## config.mk

```make
export PLATFORM = sky130hd
export DESIGN_NAME = spk_mode_ctrl
export DESIGN_NICKNAME = d
export VERILOG_FILES = /design/src/rtl/spk_mode_pkg.sv /design/src/rtl/spk_mode_decode.sv /design/src/rtl/spk_coef_bank.sv /design/src/rtl/spk_cr_file.sv /design/src/rtl/spk_mode_ctrl.sv
export SDC_FILE = /design/constraint.sdc
export NUM_CORES = 1
export LEC_CHECK = 0
export BUFFER_PORTS_ARGS = -buffer_cell sky130_fd_sc_hd__buf_2
export CAP_MARGIN = 15
export CORE_MARGIN = 4
export CORE_UTILIZATION = 50
export DETAILED_ROUTE_END_ITERATION = 10
export PLACE_DENSITY = 0.68
export SYNTH_ARGS = -nofsm -noshare
export SYNTH_HDL_FRONTEND = slang
export SYNTH_SLANG_ARGS = --single-unit
```

## constraint.sdc

```tcl
create_clock -name clk -period 6.4 [get_ports clk]
set_input_delay 0.32 -clock clk [delete_from_list [all_inputs] [get_ports clk]]
set_output_delay 0.32 -clock clk [all_outputs]
set_load 0.02 [all_outputs]
```

## src/rtl/spk_mode_pkg.sv

```systemverilog
package spk_mode_pkg;
  typedef enum logic [2:0] {
    MD_IDLE  = 3'd0,
    MD_LOAD  = 3'd1,
    MD_WRITE = 3'd2,
    MD_READ  = 3'd3,
    MD_SORT  = 3'd4,
    MD_RESET = 3'd7
  } spk_mode_e;

  typedef struct packed {
    logic load;
    logic write;
    logic read;
    logic sort;
    logic clear;
  } spk_ctl_t;
endpackage

```

## src/rtl/spk_mode_decode.sv

```systemverilog
module spk_mode_decode
  import spk_mode_pkg::*;
(
  input  logic       clk,
  input  logic       rst,
  input  logic [2:0] mode_i,
  output spk_ctl_t   ctl_o
);
  always_comb begin
    ctl_o = '0;
    case (mode_i)
      MD_LOAD:  ctl_o.load  = 1'b1;
      MD_WRITE: ctl_o.write = 1'b1;
      MD_READ:  ctl_o.read  = 1'b1;
      MD_SORT:  ctl_o.sort  = 1'b1;
      MD_RESET: ctl_o.clear = 1'b1;
      default:  ctl_o = '0;
    endcase
    if (rst) begin
      ctl_o = '0;
      ctl_o.clear = 1'b1;
    end
  end

  AST_ONE_MODE: assert property (@(posedge clk) disable iff (rst)
    $onehot0({ctl_o.load, ctl_o.write, ctl_o.read, ctl_o.sort, ctl_o.clear}));
  AST_UNDEF_IDLE: assert property (@(posedge clk) disable iff (rst)
    (mode_i == 3'd5 || mode_i == 3'd6) |-> (ctl_o == '0));
endmodule

```

## src/rtl/spk_coef_bank.sv

```systemverilog
module spk_coef_bank #(
  parameter int SMP_W   = 12,
  parameter int SPK_LEN = 32,
  localparam int IW     = (SPK_LEN > 1) ? $clog2(SPK_LEN) : 1
) (
  input  logic             clk,
  input  logic             rst,
  input  logic             clear,
  input  logic             load_mode,
  input  logic             wr_en,
  input  logic [SMP_W-1:0] wr_data,
  input  logic [IW-1:0]    rd_addr,
  output logic [SMP_W-1:0] rd_data
);
  localparam logic [IW-1:0] LAST = IW'(SPK_LEN - 1);

  logic [SMP_W-1:0] mem [SPK_LEN];
  logic [IW-1:0]    ptr;

  always_ff @(posedge clk) begin
    if (clear || !load_mode) begin
      ptr <= '0;
    end else if (wr_en) begin
      ptr <= (ptr == LAST) ? '0 : ptr + 1'b1;
    end
  end

  always_ff @(posedge clk) begin
    if (wr_en && load_mode && !clear) begin
      mem[ptr] <= wr_data;
    end
    rd_data <= mem[rd_addr];
  end

  AST_PTR_RANGE: assert property (@(posedge clk) disable iff (rst)
    ptr <= LAST);
  AST_PTR_LEAVE: assert property (@(posedge clk) disable iff (rst)
    !load_mode |=> (ptr == '0));
  AST_PTR_HOLD: assert property (@(posedge clk) disable iff (rst)
    (load_mode && !wr_en && !clear) |=> $stable(ptr));
endmodule

```

## src/rtl/spk_cr_file.sv

```systemverilog
module spk_cr_file #(
  parameter int N_CR = 16,
  parameter int CR_W = 16,
  localparam int AW  = (N_CR > 1) ? $clog2(N_CR) : 1
) (
  input  logic                 clk,
  input  logic                 rst,
  input  logic                 clear,
  input  logic                 wr_en,
  input  logic                 rd_en,
  input  logic [AW-1:0]        addr,
  input  logic [CR_W-1:0]      wdata,
  output logic [CR_W-1:0]      rdata,
  output logic [N_CR*CR_W-1:0] regs
);
  logic [N_CR*CR_W-1:0] cr_q;

  genvar k;
  generate
    for (k = 0; k < N_CR; k++) begin : g_reg
      always_ff @(posedge clk) begin
        if (clear) begin
          cr_q[k*CR_W +: CR_W] <= '0;
        end else if (wr_en && (addr == AW'(k))) begin
          cr_q[k*CR_W +: CR_W] <= wdata;
        end
      end
    end
  endgenerate

  always_ff @(posedge clk) begin
    if (clear) begin
      rdata <= '0;
    end else if (rd_en) begin
      rdata <= cr_q[addr*CR_W +: CR_W];
    end
  end

  assign regs = cr_q;

  AST_CR_KEEP: assert property (@(posedge clk) disable iff (rst)
    (!wr_en && !clear) |=> $stable(cr_q));
  AST_RD_HOLD: assert property (@(posedge clk) disable iff (rst)
    (!rd_en && !clear) |=> $stable(rdata));
  AST_CR_CLEAR: assert property (@(posedge clk) disable iff (rst)
    clear |=> (cr_q == '0 && rdata == '0));
endmodule

```

## src/rtl/spk_mode_ctrl.sv

```systemverilog
module spk_mode_ctrl
  import spk_mode_pkg::*;
#(
  parameter int SMP_W   = 12,
  parameter int SPK_LEN = 32,
  parameter int N_PC    = 2,
  parameter int N_CR    = 16,
  parameter int CR_W    = 16,
  localparam int IW     = (SPK_LEN > 1) ? $clog2(SPK_LEN) : 1,
  localparam int AW     = (N_CR > 1) ? $clog2(N_CR) : 1,
  localparam int SW     = (N_PC > 1) ? $clog2(N_PC) : 1
) (
  input  logic                  clk,
  input  logic                  rst,
  input  logic [2:0]            mode_i,
  input  logic                  smp_vld_i,
  input  logic [SMP_W-1:0]      smp_data_i,
  input  logic [SW-1:0]         pc_sel_i,
  input  logic [AW-1:0]         cr_addr_i,
  input  logic [CR_W-1:0]       cr_wdata_i,
  output logic [CR_W-1:0]       cr_rdata_o,
  output logic [N_CR*CR_W-1:0]  cfg_o,
  input  logic [IW-1:0]         coef_addr_i,
  output logic [N_PC*SMP_W-1:0] coef_o,
  output logic                  sort_en_o,
  output logic                  sort_vld_o,
  output logic [SMP_W-1:0]      sort_data_o
);
  spk_ctl_t ctl;

  spk_mode_decode u_dec (
    .clk    (clk),
    .rst    (rst),
    .mode_i (mode_i),
    .ctl_o  (ctl)
  );

  genvar b;
  generate
    for (b = 0; b < N_PC; b++) begin : g_bank
      logic sel_hit;
      assign sel_hit = ctl.load && smp_vld_i && (pc_sel_i == SW'(b));
      spk_coef_bank #(.SMP_W(SMP_W), .SPK_LEN(SPK_LEN)) u_bank (
        .clk       (clk),
        .rst       (rst),
        .clear     (ctl.clear),
        .load_mode (ctl.load),
        .wr_en     (sel_hit),
        .wr_data   (smp_data_i),
        .rd_addr   (coef_addr_i),
        .rd_data   (coef_o[b*SMP_W +: SMP_W])
      );
    end
  endgenerate

  spk_cr_file #(.N_CR(N_CR), .CR_W(CR_W)) u_cr (
    .clk   (clk),
    .rst   (rst),
    .clear (ctl.clear),
    .wr_en (ctl.write),
    .rd_en (ctl.read),
    .addr  (cr_addr_i),
    .wdata (cr_wdata_i),
    .rdata (cr_rdata_o),
    .regs  (cfg_o)
  );

  always_ff @(posedge clk) begin
    if (ctl.clear) begin
      sort_en_o   <= 1'b0;
      sort_vld_o  <= 1'b0;
      sort_data_o <= '0;
    end else begin
      sort_en_o  <= ctl.sort;
      sort_vld_o <= ctl.sort && smp_vld_i;
      if (ctl.sort && smp_vld_i) begin
        sort_data_o <= smp_data_i;
      end
    end
  end

  AST_SORT_ON: assert property (@(posedge clk) disable iff (rst)
    (mode_i == 3'd4) |=> sort_en_o);
  AST_SORT_QUIET: assert property (@(posedge clk) disable iff (rst)
    (mode_i != 3'd4) |=> (!sort_vld_o && !sort_en_o));
  AST_RESET_MODE: assert property (@(posedge clk) disable iff (rst)
    (mode_i == 3'd7) |=> (!sort_en_o && cfg_o == '0 && cr_rdata_o == '0));
endmodule

```

==> summary.md <==
| Metric | Value |
|---|---|
| Hold Crit Start | `cr_wdata_i[2]` |
| DRT Wirelength | `around 120,000 um` |
| Global Route met2 Usage | `roughly two fifths` |
| Core area | `85,550 um2` |
| Skew final | `0.03013 ns` |
| Chip height | `302.4 um` |
| Critical path required time | `about 6.7 ns` |
| Max FO, Critical Path | `12` |
| Mapped Area | `43,340 um2` |
| Crit path from | `mode_i[1]` |
| Worst EP arrival | `about 4.1 ns` |
| Final setup violation count | `0` |
| Busiest grt layer | `met2` |
| Synth Net Count | `~3,300` |
| Async set-or-reset flop fraction in the synthesized netlist | `0%` |
| Clock root cell | `clkbuf_16` |
| Leakage power | `18.05 nW` |
| Crit-path max cell delay | `0.97 ns` |
| Hold WS | `0.08895 ns` |
| Fmax | `0.2645 GHz` |
| Starting Density | `50.66%` |
| CTS max path bufs | `3` |
| Synth Area in XOR/XNOR | `0%` |
| Warnings, synthesis | `0` |
| First-pass GRT wire length | `176,300 um` |
| EDFF count, synth | `768` |
| Min-Delay Path Class | `in2reg` |
| Post-Synthesis Cells | `3,218` |
| Detail Route Antenna Nets | `0` |
| Clock Latency Late Sink | `a little under 0.7 ns` |
| Register bit total from synthesis | `1,088` |
| Portion of netlist area occupied by mux cells | `14.87%` |
| Final Power | `~0.015 W` |
| Vias in the first global route | `about 27,000` |
| Status | `finished clean` |
| Post-detailed-route wirelength per cell | `between 20 and 30 um` |
| Worst-path cell chain | `dlygate4sd3_1, buf_2, or4b_2, nor3b_1, nand2_1, nor2_1` |
| Row cnt | `107` |
| Synth Area in Adders | `less than 1%` |
| Die area | `91,450 um2` |
| Fin cells | `~4,700` |
| Gr usage total | `25.86%` |
| Worst setup SP type | `input pin` |
| I/O pin total | `about 350` |
| Residual DRC count | `0` |
| Hpwl dp | `75,440 um` |
| Relative slew margins | `19.79%` |
| Post-layout min period | `3.780 ns` |
| Final Hold Viols | `0` |
| Global placer's final weighted congestion | `0.8740` |
| Peak VDD IR | `0.2801 mV` |
| Final Max Tran Viols | `0` |
| Synth Area in Simple Gates | `8.041%` |
| Crit-path slowest cell | `nor2_1` |
| Synth unique cells | `42` |
| Vias/cell | `5.825` |
| Initial DRC Count | `2,667` |
| Share of cells above drive strength 1 | `17.00%` |
| Clock Sinks | `1,088` |
| Seq/Total Area, Yosys | `68.00%` |
| Setup TNS Final | `0 ns` |
| Setup CP Type | `in2reg` |
| Main combinational cell family by area after synthesis | `multiplexers` |
| WHS Endpoint | `u_cr.regs[146]` |
| Vias post-DR | `27,551` |
| Synth Flop Type | `edfxtp_1` |
| Grt ovf | `0` |
| Synth Area in Compound Gates | `6.401%` |
| RSZ-0062 raised after global routing | `no` |
| Initial antenna violation count | `3` |
| Internal reg-to-reg setup slack | `approximately 3.9 ns` |
| Crit end category | `flop` |
| Reg2Reg Depth | `2` |
| Placed instance count | `4,515` |
| CTS Buf Count | `between 100 and 150` |
| Syn-to-layout area delta | `14.70%` |
| Syn avg cell area | `13.47 um2` |
| Power per Cell Area | `295.3 nW/um2` |
| Period utilization | `roughly three fifths` |
| Setup Fix Bufs, Post-CTS | `0` |
| Clk pin slew, worst setup/hold paths | `approximately 0.060 ns` |
| GR Util met1 | `33.69%` |
| Met3 Usage GRT | `roughly 6.3%` |
| H-tree depth | `3` |
| Hold Path Depth | `3` |
| Chip Width | `between 300 and 400 um` |
| Worst Max-Slew Pin Slew | `1.199 ns` |
| PortBufs | `353` |
| CTS tree | `done` |
| Largest net degree at the start of global routing | `168` |
| Drt first pass iters | `5` |
| Final nets | `3,542` |
| Worst flop-to-flop path endpoint | `g_bank[1].u_bank.mem[6][6]` |
| Origin of the critical flop-to-flop path | `g_bank[1].u_bank.ptr[2]` |
| MaxCap Viol Count | `0` |
-- state kept, by name, indices dropped and copies added, names as in the netlist --
name                   flops
g_bank.u_bank.mem        768
u_cr.regs                256
g_bank.u_bank.rd_data     24
u_cr.rdata                16
sort_data_o               12
g_bank.u_bank.ptr         10
sort_en_o                  1
sort_vld_o                 1
-- placed cells by master (no fill, tap or decap), types with 4 or more instances in the layout --
| master | synthesis | final |
|---|---|---|
| or3_1 | 4 | 4 |
| nor2_1 | 232 | 230 |
| or3b_2 | 5 | 5 |
| clkbuf_16 | 0 | 111 |
| buf_2 | 24 | 351 |
| dfxtp_1 | 320 | 320 |
| a21oi_1 | 220 | 220 |
| a31oi_1 | 26 | 26 |
| bufinv_16 | 0 | 9 |
| a22oi_1 | 72 | 72 |
| mux2i_1 | 608 | 608 |
| buf_4 | 7 | 53 |
| nand3_1 | 208 | 208 |
| o22ai_1 | 16 | 16 |
| nand2_1 | 252 | 252 |
| a221oi_1 | 16 | 16 |
| a211oi_1 | 16 | 16 |
| nand3b_1 | 10 | 10 |
| nor3_1 | 42 | 42 |
| clkinv_2 | 0 | 16 |
| a22o_1 | 48 | 48 |
| ha_1 | 10 | 10 |
| clkinv_1 | 0 | 12 |
| diode_2 | 0 | 4 |
| edfxtp_1 | 768 | 768 |
| mux4_2 | 16 | 16 |
| clkbuf_1 | 168 | 39 |
| o21ai_0 | 36 | 36 |
| clkbuf_8 | 0 | 9 |
| inv_1 | 5 | 5 |
-- worst max-delay path by stage --
stage	endpoint	slack (ns)	cells after the start
final	g_bank[0].u_bank.mem[27][2]	2.62	6
after global routing	g_bank[0].u_bank.mem[10][6]	2.39	6
after CTS	g_bank[0].u_bank.mem[10][2]	2.63	6
after detailed placement	g_bank[0].u_bank.mem[10][2]	2.40	5
after global placement	g_bank[0].u_bank.mem[10][6]	2.51	5
after floorplan	g_bank[0].u_bank.mem[0][0]	3.53	5
-- metrics by stage --
stage	worst slack (ns)	cell area, um2	utilization, %
global placement	2.515	46030	53.81
detailed placement	2.404	46030	53.81
global route	2.387	49700	58.09
floorplan	3.527	43340	-
finish	2.620	49710	58.10
CTS	2.633	49670	58.06
-- synth_stat cells, types with 24 or more instances --
library cell	instances	share of area, %
buf_2	24	0.28
a31oi_1	26	0.38
a22o_1	48	0.97
o21ai_0	36	0.42
clkbuf_1	168	1.5
nand2_1	252	2.2
mux2i_1	608	14
buf_1	52	0.45
a22oi_1	72	1.2
a21oi_1	220	2.5
edfxtp_1	768	53
nor3_1	42	0.49
nor2_1	232	2.0
dfxtp_1	320	15
nand3_1	208	2.4
-- where the power goes --
| part | switching [W] | internal, W |
|---|---|---|
| Combinational | 0.000539 | 0.000206 |
| Clock | 0.00267 | 0.00369 |
| Sequential | 0.0000141 | 0.00755 |
| Total | 0.00322 | 0.0115 |
-- layer usage --
| layer | vias up | wire [um] |
|---|---|---|
| met5 | - | 12 |
| li1 | 12528 | - |
| met1 | 13538 | 47340 |
| met4 | 2 | 6120 |
| met3 | 252 | 10560 |
| met2 | 1231 | 56160 |
-- cell type report --
class	count	area (um2)
Clock inverter	45	559.3
Fill cell	6728	35840
Sequential cell	1088	29470
Antenna cell	4	10.01
Inverter	5	18.77
Timing Repair Buffer	411	2252
Clock buffer	161	3058
Tap cell	1144	1431
Multi-Input combinational cell	1872	12910
-- repair_timing --
item	CTS	global route
hold buffers	2	0
endpoints found under the hold margin	1	0
endpoints found under the setup margin	0	0
resized for setup	0	0
-- logic make-up after synthesis --
logic type	after synthesis
flops	1088
simple gates	787
mux	624
fa+ha+maj	10
compound gates	451
buf+inv	258
-- worst max-delay path, delay by kind of cell --
kind,cells,cell delay (ns)
buf+inv,2,0.68
simple gates,4,3.04
Note: power is estimated with default switching activity, not from simulation.
